$ cat src/rtl/hb_cfg_pkg.sv
package hb_cfg_pkg;

  // Power-on value of each configuration byte
  function automatic logic [7:0] cfg_default(input logic [7:0] a);
    case (a)
      8'h00: return 8'h86;
      8'h01: return 8'h80;
      8'h02: return 8'h30;
      8'h03: return 8'h70;
      8'h04: return 8'h06;
      8'h07: return 8'h02;
      8'h0B: return 8'h06;
      8'h52: return 8'h42;
      8'h53: return 8'h14;
      8'h56: return 8'h52;
      8'h57: return 8'h01;
      8'h60, 8'h61, 8'h62, 8'h63, 8'h64: return 8'h02;
      8'h67: return 8'h11;
      8'h69: return 8'h03;
      8'h70: return 8'h20;
      8'h72: return 8'h02;
      8'h74: return 8'h0E;
      8'h78: return 8'h23;
      default: return 8'h00;
    endcase
  endfunction

  // Bytes that never accept a write (identity, revision, class, header type)
  function automatic logic cfg_locked(input logic [7:0] a);
    return (a <= 8'h03) || (a >= 8'h08 && a <= 8'h0B) || (a == 8'h0E);
  endfunction

endpackage

$ cat src/rtl/hb_cfg_store.sv
module hb_cfg_store
  import hb_cfg_pkg::*;
#(
  parameter int ADDR_W     = 8,
  parameter int ATTR_BASE  = 'h59,
  parameter int ATTR_BYTES = 7
) (
  input  logic                    clk,
  input  logic                    rst_n,
  input  logic                    bus_rst,
  input  logic                    wr_en,
  input  logic [ADDR_W-1:0]       addr,
  input  logic [7:0]              wr_data,
  output logic [7:0]              rd_data,
  output logic [ATTR_BYTES*8-1:0] attr_o
);
  localparam int DEPTH = 1 << ADDR_W;
  localparam logic [ADDR_W-1:0] TOP_IDX = ADDR_W'(ATTR_BASE);

  logic [7:0] mem [DEPTH];

  always_ff @(posedge clk or negedge rst_n) begin
    if (!rst_n) begin
      for (int i = 0; i < DEPTH; i++) mem[i] <= cfg_default(8'(i));
    end else begin
      if (wr_en && !cfg_locked(8'(addr))) mem[addr] <= wr_data;
      if (bus_rst) mem[TOP_IDX] <= 8'h00;   // bus reset wins
    end
  end

  assign rd_data = mem[addr];

  for (genvar k = 0; k < ATTR_BYTES; k++) begin : g_attr
    assign attr_o[8*k +: 8] = mem[ATTR_BASE + k];
  end

  for (genvar i = 0; i < DEPTH; i++) begin : g_lock
    if (cfg_locked(8'(i))) begin : g_chk
      AST_ID_LOCKED: assert property (@(posedge clk) disable iff (!rst_n)
        $stable(mem[i]));
    end
  end

  AST_BUS_CLEAR: assert property (@(posedge clk) disable iff (!rst_n)
    bus_rst |=> (mem[TOP_IDX] == 8'h00));

endmodule

$ cat src/rtl/hb_cfg_chg.sv
module hb_cfg_chg #(
  parameter int ADDR_W     = 8,
  parameter int ATTR_BASE  = 'h59,
  parameter int ATTR_BYTES = 7,
  localparam int NIBS      = 2 * ATTR_BYTES - 1
) (
  input  logic                    clk,
  input  logic                    rst_n,
  input  logic                    bus_rst,
  input  logic                    wr_en,
  input  logic [ADDR_W-1:0]       wr_addr,
  input  logic [7:0]              wr_data,
  input  logic [ATTR_BYTES*8-1:0] attr_cur,
  output logic [NIBS-1:0]         chg_o
);
  logic [NIBS-1:0] chg_nxt;

  // Strobe j watches nibble j+1 of the flat attribute bus
  for (genvar j = 0; j < NIBS; j++) begin : g_nib
    localparam int BY = (j + 1) / 2;
    localparam int HI = (j + 1) % 2;
    logic       by_rst;
    logic       hit;
    logic [3:0] new_nib;
    assign by_rst  = bus_rst && (BY == 0);
    assign hit     = by_rst || (wr_en && (wr_addr == ADDR_W'(ATTR_BASE + BY)));
    assign new_nib = by_rst ? 4'h0 : wr_data[4*HI +: 4];
    assign chg_nxt[j] = hit && (new_nib != attr_cur[4*(j+1) +: 4]);
  end

  always_ff @(posedge clk or negedge rst_n) begin
    if (!rst_n) chg_o <= '0;
    else        chg_o <= chg_nxt;
  end

  for (genvar j = 0; j < NIBS; j++) begin : g_ast
    AST_PULSE_REAL: assert property (@(posedge clk) disable iff (!rst_n)
      chg_o[j] |-> (attr_cur[4*(j+1) +: 4] != $past(attr_cur[4*(j+1) +: 4])));
  end

endmodule

$ cat src/rtl/hb_cfg_space.sv
module hb_cfg_space
  import hb_cfg_pkg::*;
#(
  parameter int FUNC_W     = 3,
  parameter int ADDR_W     = 8,
  parameter int ATTR_BASE  = 'h59,
  parameter int ATTR_BYTES = 7,
  localparam int NIBS      = 2 * ATTR_BYTES - 1
) (
  input  logic                    clk,
  input  logic                    rst_n,
  input  logic                    bus_rst,
  input  logic [FUNC_W-1:0]       cfg_func,
  input  logic [ADDR_W-1:0]       cfg_addr,
  input  logic                    cfg_we,
  input  logic [7:0]              cfg_wdata,
  output logic [7:0]              cfg_rdata,
  output logic [ATTR_BYTES*8-1:0] attr_bytes,
  output logic [NIBS-1:0]         region_chg,
  output logic                    shadow_rom
);
  logic       fn0;
  logic       wr_en;
  logic [7:0] store_rd;

  assign fn0   = (cfg_func == '0);
  assign wr_en = cfg_we && fn0;

  hb_cfg_store #(
    .ADDR_W(ADDR_W), .ATTR_BASE(ATTR_BASE), .ATTR_BYTES(ATTR_BYTES)
  ) u_store (
    .clk(clk), .rst_n(rst_n), .bus_rst(bus_rst), .wr_en(wr_en),
    .addr(cfg_addr), .wr_data(cfg_wdata), .rd_data(store_rd), .attr_o(attr_bytes)
  );

  hb_cfg_chg #(
    .ADDR_W(ADDR_W), .ATTR_BASE(ATTR_BASE), .ATTR_BYTES(ATTR_BYTES)
  ) u_chg (
    .clk(clk), .rst_n(rst_n), .bus_rst(bus_rst), .wr_en(wr_en),
    .wr_addr(cfg_addr), .wr_data(cfg_wdata), .attr_cur(attr_bytes), .chg_o(region_chg)
  );

  assign cfg_rdata  = fn0 ? store_rd : 8'hFF;
  assign shadow_rom = attr_bytes[4];

  AST_FUNC_QUIET: assert property (@(posedge clk) disable iff (!rst_n)
    (cfg_we && !fn0 && !bus_rst) |=> ($stable(attr_bytes) && (region_chg == '0)));

  AST_PULSE_CAUSE: assert property (@(posedge clk) disable iff (!rst_n)
    (region_chg != '0) |-> $past(wr_en || bus_rst));

endmodule

$ cat config.mk
export PLATFORM = sky130hd
export DESIGN_NAME = hb_cfg_space
export DESIGN_NICKNAME = d
export VERILOG_FILES = /design/src/rtl/hb_cfg_pkg.sv /design/src/rtl/hb_cfg_store.sv /design/src/rtl/hb_cfg_chg.sv /design/src/rtl/hb_cfg_space.sv
export SDC_FILE = /design/constraint.sdc
export NUM_CORES = 2
export LEC_CHECK = 0
export BUFFER_PORTS_ARGS = -buffer_cell sky130_fd_sc_hd__buf_2
export CAP_MARGIN = 10
export CORE_MARGIN = 2
export CORE_UTILIZATION = 63
export DETAILED_ROUTE_END_ITERATION = 10
export PLACE_DENSITY = 0.79
export SETUP_SLACK_MARGIN = 0.5
export SYNTH_ARGS = -nofsm -noshare
export SYNTH_HDL_FRONTEND = slang
export SYNTH_SLANG_ARGS = --single-unit
$ cat constraint.sdc
create_clock -name clk -period 3.41 [get_ports clk]
set_input_delay 0.341 -clock clk [delete_from_list [all_inputs] [get_ports clk]]
set_output_delay 0.341 -clock clk [all_outputs]
set_load 0.005 [all_outputs]
==> results.cfg <==
[synthesis]
netlist.area_leader.share = 0.537
ys_seq_area_frac = 0.548
ys_ff_latch = 2061
syn-num-nets = 6039
synthCells = 6016
synth-edff-count = 0
ys.flop_type = dfrtp_1
syn_area_per_cell_um2 = 15.7
yosysTopAreaCell = dfrtp_1
yosys_warnings = 0
ys_async_sr_fraction = 1.00
synthTopCellsByArea = dfrtp_1 (54%), mux2_2 (24%), mux4_2 (13%), clkbuf_1 (1.4%), mux2i_1 (1.1%)
ys_types = 58
netlist_area_um2 = 94200

[sta]
fmax_mhz = 245
setup_slack_ns = -0.676
finClkSkew_ns = 0.0107
period_share = 1.20
fin_crit_ns = 4.09
relSlewSlack = 0.138
slew_violations = 0
rsz0062_at_grt = yes
hold_violations = 0
finalSetupViolations = 8
tightest_slew_ns = 1.29

[cells_and_area]
nets = 6354
area_growth_syn_to_layout_pct = 14.6
instances_no_fill = 8435
fin_area_um2 = 108000
mostFrequentLayoutCells = dfrtp_1 (2021), mux2_2 (1969), mux4_2 (553)
fillCellCount = 8923
final_common_cell = dfrtp_1
diodes = 0
drive_gt1_frac = 0.568

[setup_path]
cp.required_ns = 3.07
cp_max_fo = 2
endpoint_kind = output port
crit_type = reg2out
rr_worst_depth = 5
cp-start-kind = flip-flop
crit_arrival_ns = 3.75

[global_route]
grt_pass1_vias = 60600
grt_max_degree = 139
grt_remaining_overflow = 0
antenna_found_initial = 5
grt_pass1_wl_mm = 398
grt_use_total = 0.353

[placed_design]
port-buffer-count = 100
dpl_cell_area_um2 = 100000
post-dp-hpwl_mm = 174
routabilityCongestion = 0.938
dp.cells = 8039

[floorplan]
die_h_um = 391
start_util = 0.636
core-area_um2 = 148000
floorplan.rows = 141
die_area_um2 = 153000
io_pins = 101
die_w_um = 391

[route]
postRouteAntennaNets = 0
drc = 0
vias_per_cell = 6.80
vias = 57400
finalWirelength_mm = 264
firstDrtPassIters = 5
wl_per_cell_um = 31.4
drt-initial-drc-count = 5391

[cts]
cts.path.max_buffers = 3
htree_levels = 4
root_buffer = clkbuf_16
cts_buffers = 203
clk_pin_slew_worst_paths_ns = 0.06
cts_tree = built
insertion_delay_ns = 0.84
clkSinkCount = 2061

[pwr]
p_leak_nw = 52.8
peakVddDrop_mv = 0.402
p_per_area_nw_per_um2 = 477

[outcome]
status = finished with violations
violations = negative setup slack

[worst_hold_path]
hold_class = in2async

[flow_run]
max_cap_violations = 0
## per-layer routing
metal	part of all wire	vias up	GRT usage
met5	0.00051	-	0
met3	0.094	687	0.0948
met2	0.46	2639	0.536
li1	-	23000	-
met4	0.054	12	0.169
met1	0.39	31100	0.479
## flip-flops by register name, summed over array words and instances, names as in the netlist
| signal | flops |
|---|---|
| u_chg.chg_o | 13 |
| u_store.attr_o | 56 |
| u_store.mem | 1992 |
## synth_stat cells, types with 3 or more instances
cell type / count
nor4bb_1: 3
o211ai_1: 4
a21oi_1: 27
nand2_1: 254
a31oi_1: 11
buf_2: 86
a32oi_1: 4
or3_1: 8
mux2i_1: 105
mux2_1: 15
buf_1: 39
o22ai_1: 16
a221oi_1: 6
clkbuf_1: 352
buf_4: 87
nor2_1: 53
a211oi_1: 9
o32ai_1: 7
nor2_2: 26
nor3_1: 35
buf_6: 9
nor2b_1: 11
mux2_2: 1969
nand2_2: 21
nand3_1: 40
a22oi_1: 56
nand4_1: 11
o221ai_1: 4
dfstp_2: 39
a41oi_1: 13
nor3_2: 7
mux4_2: 553
nand3b_1: 3
xnor2_1: 50
nand2b_1: 10
and2_1: 3
dfrtp_1: 2022
o21ai_0: 15
## critical path: stages (launching register included)
cell	delay, ns
dfrtp_1	0.40
mux4_2	0.50
mux4_2	0.52
a22oi_2	0.22
buf_4	0.18
nand4_1	0.31
buf_4	0.27
or3_4	0.37
buf_6	0.14
## repair_timing
item | in CTS | in global routing
endpoints found under the setup margin | 45 | 15
gates resized for setup | 40 | 14
endpoints found under the hold margin | 111 | 0
cloned | 0 | 1
setup buffers | 12 | 2
pin swaps | 23 | 11
hold buffers | 2 | 0
## power breakdown
group          internal, mW  leakage (nW)  switching, mW
combinational          1.05          20.6           1.96
sequential             24.6          28.6          0.104
clock                  14.0          3.52           9.73
## path summary, 6_finish.rpt
kind	from	end	slack, ns
worst max-delay path	u_store.mem[1626]	cfg_rdata[2]	-0.68
worst min-delay path	rst_n	u_chg.chg_o[3]	0.11
worst max register to register	u_store.attr_o[5]	u_chg.chg_o[0]	2.09
worst min register to register	u_store.mem[2029]	u_store.mem[2029]	0.36
max in group asynchronous	rst_n	u_store.mem[861]	2.06
min in group clk	cfg_wdata[0]	u_store.mem[560]	0.16
## cells by family (layout without fill, tap and decap cells)
family / after synthesis / after routing / share of synthesized area
XOR/XNOR: 50 / 50 / 0.00465
buffers and inverters: 577 / 1066 / 0.0283
AO/OA/AOI/OAI: 183 / 183 / 0.0137
multiplexers: 2642 / 2642 / 0.380
flip-flops: 2061 / 2061 / 0.548
AND/OR/NAND/NOR: 503 / 503 / 0.0250
## layout make-up
class	count	area (um2)	area share
Sequential cell	2061	51600	0.478
Clock buffer	306	6080	0.0563
Inverter	4	15.0	0.000139
Multi-Input combinational cell	3378	40300	0.373
Tap cell	1930	2410	0.0224
Timing Repair Buffer	683	6490	0.0601
Clock inverter	73	1080	0.00997
## through the flow
step                TNS [ns]  power [mW]  worst slack (ns)  hold WS (ns)  utilization
CTS                    -2.81        51.7            -0.596        0.0941        0.728
finish                 -3.03        51.5            -0.676         0.114        0.729
global placement      -90.78        28.1            -0.489         0.356        0.677
detailed placement    -96.59        28.1            -0.519         0.357        0.677
global route           -3.27        53.0            -0.655         0.134        0.729
floorplan                  0        26.5             0.505        0.0454            -
No activity file was read; power rests on OpenSTA's default activity.
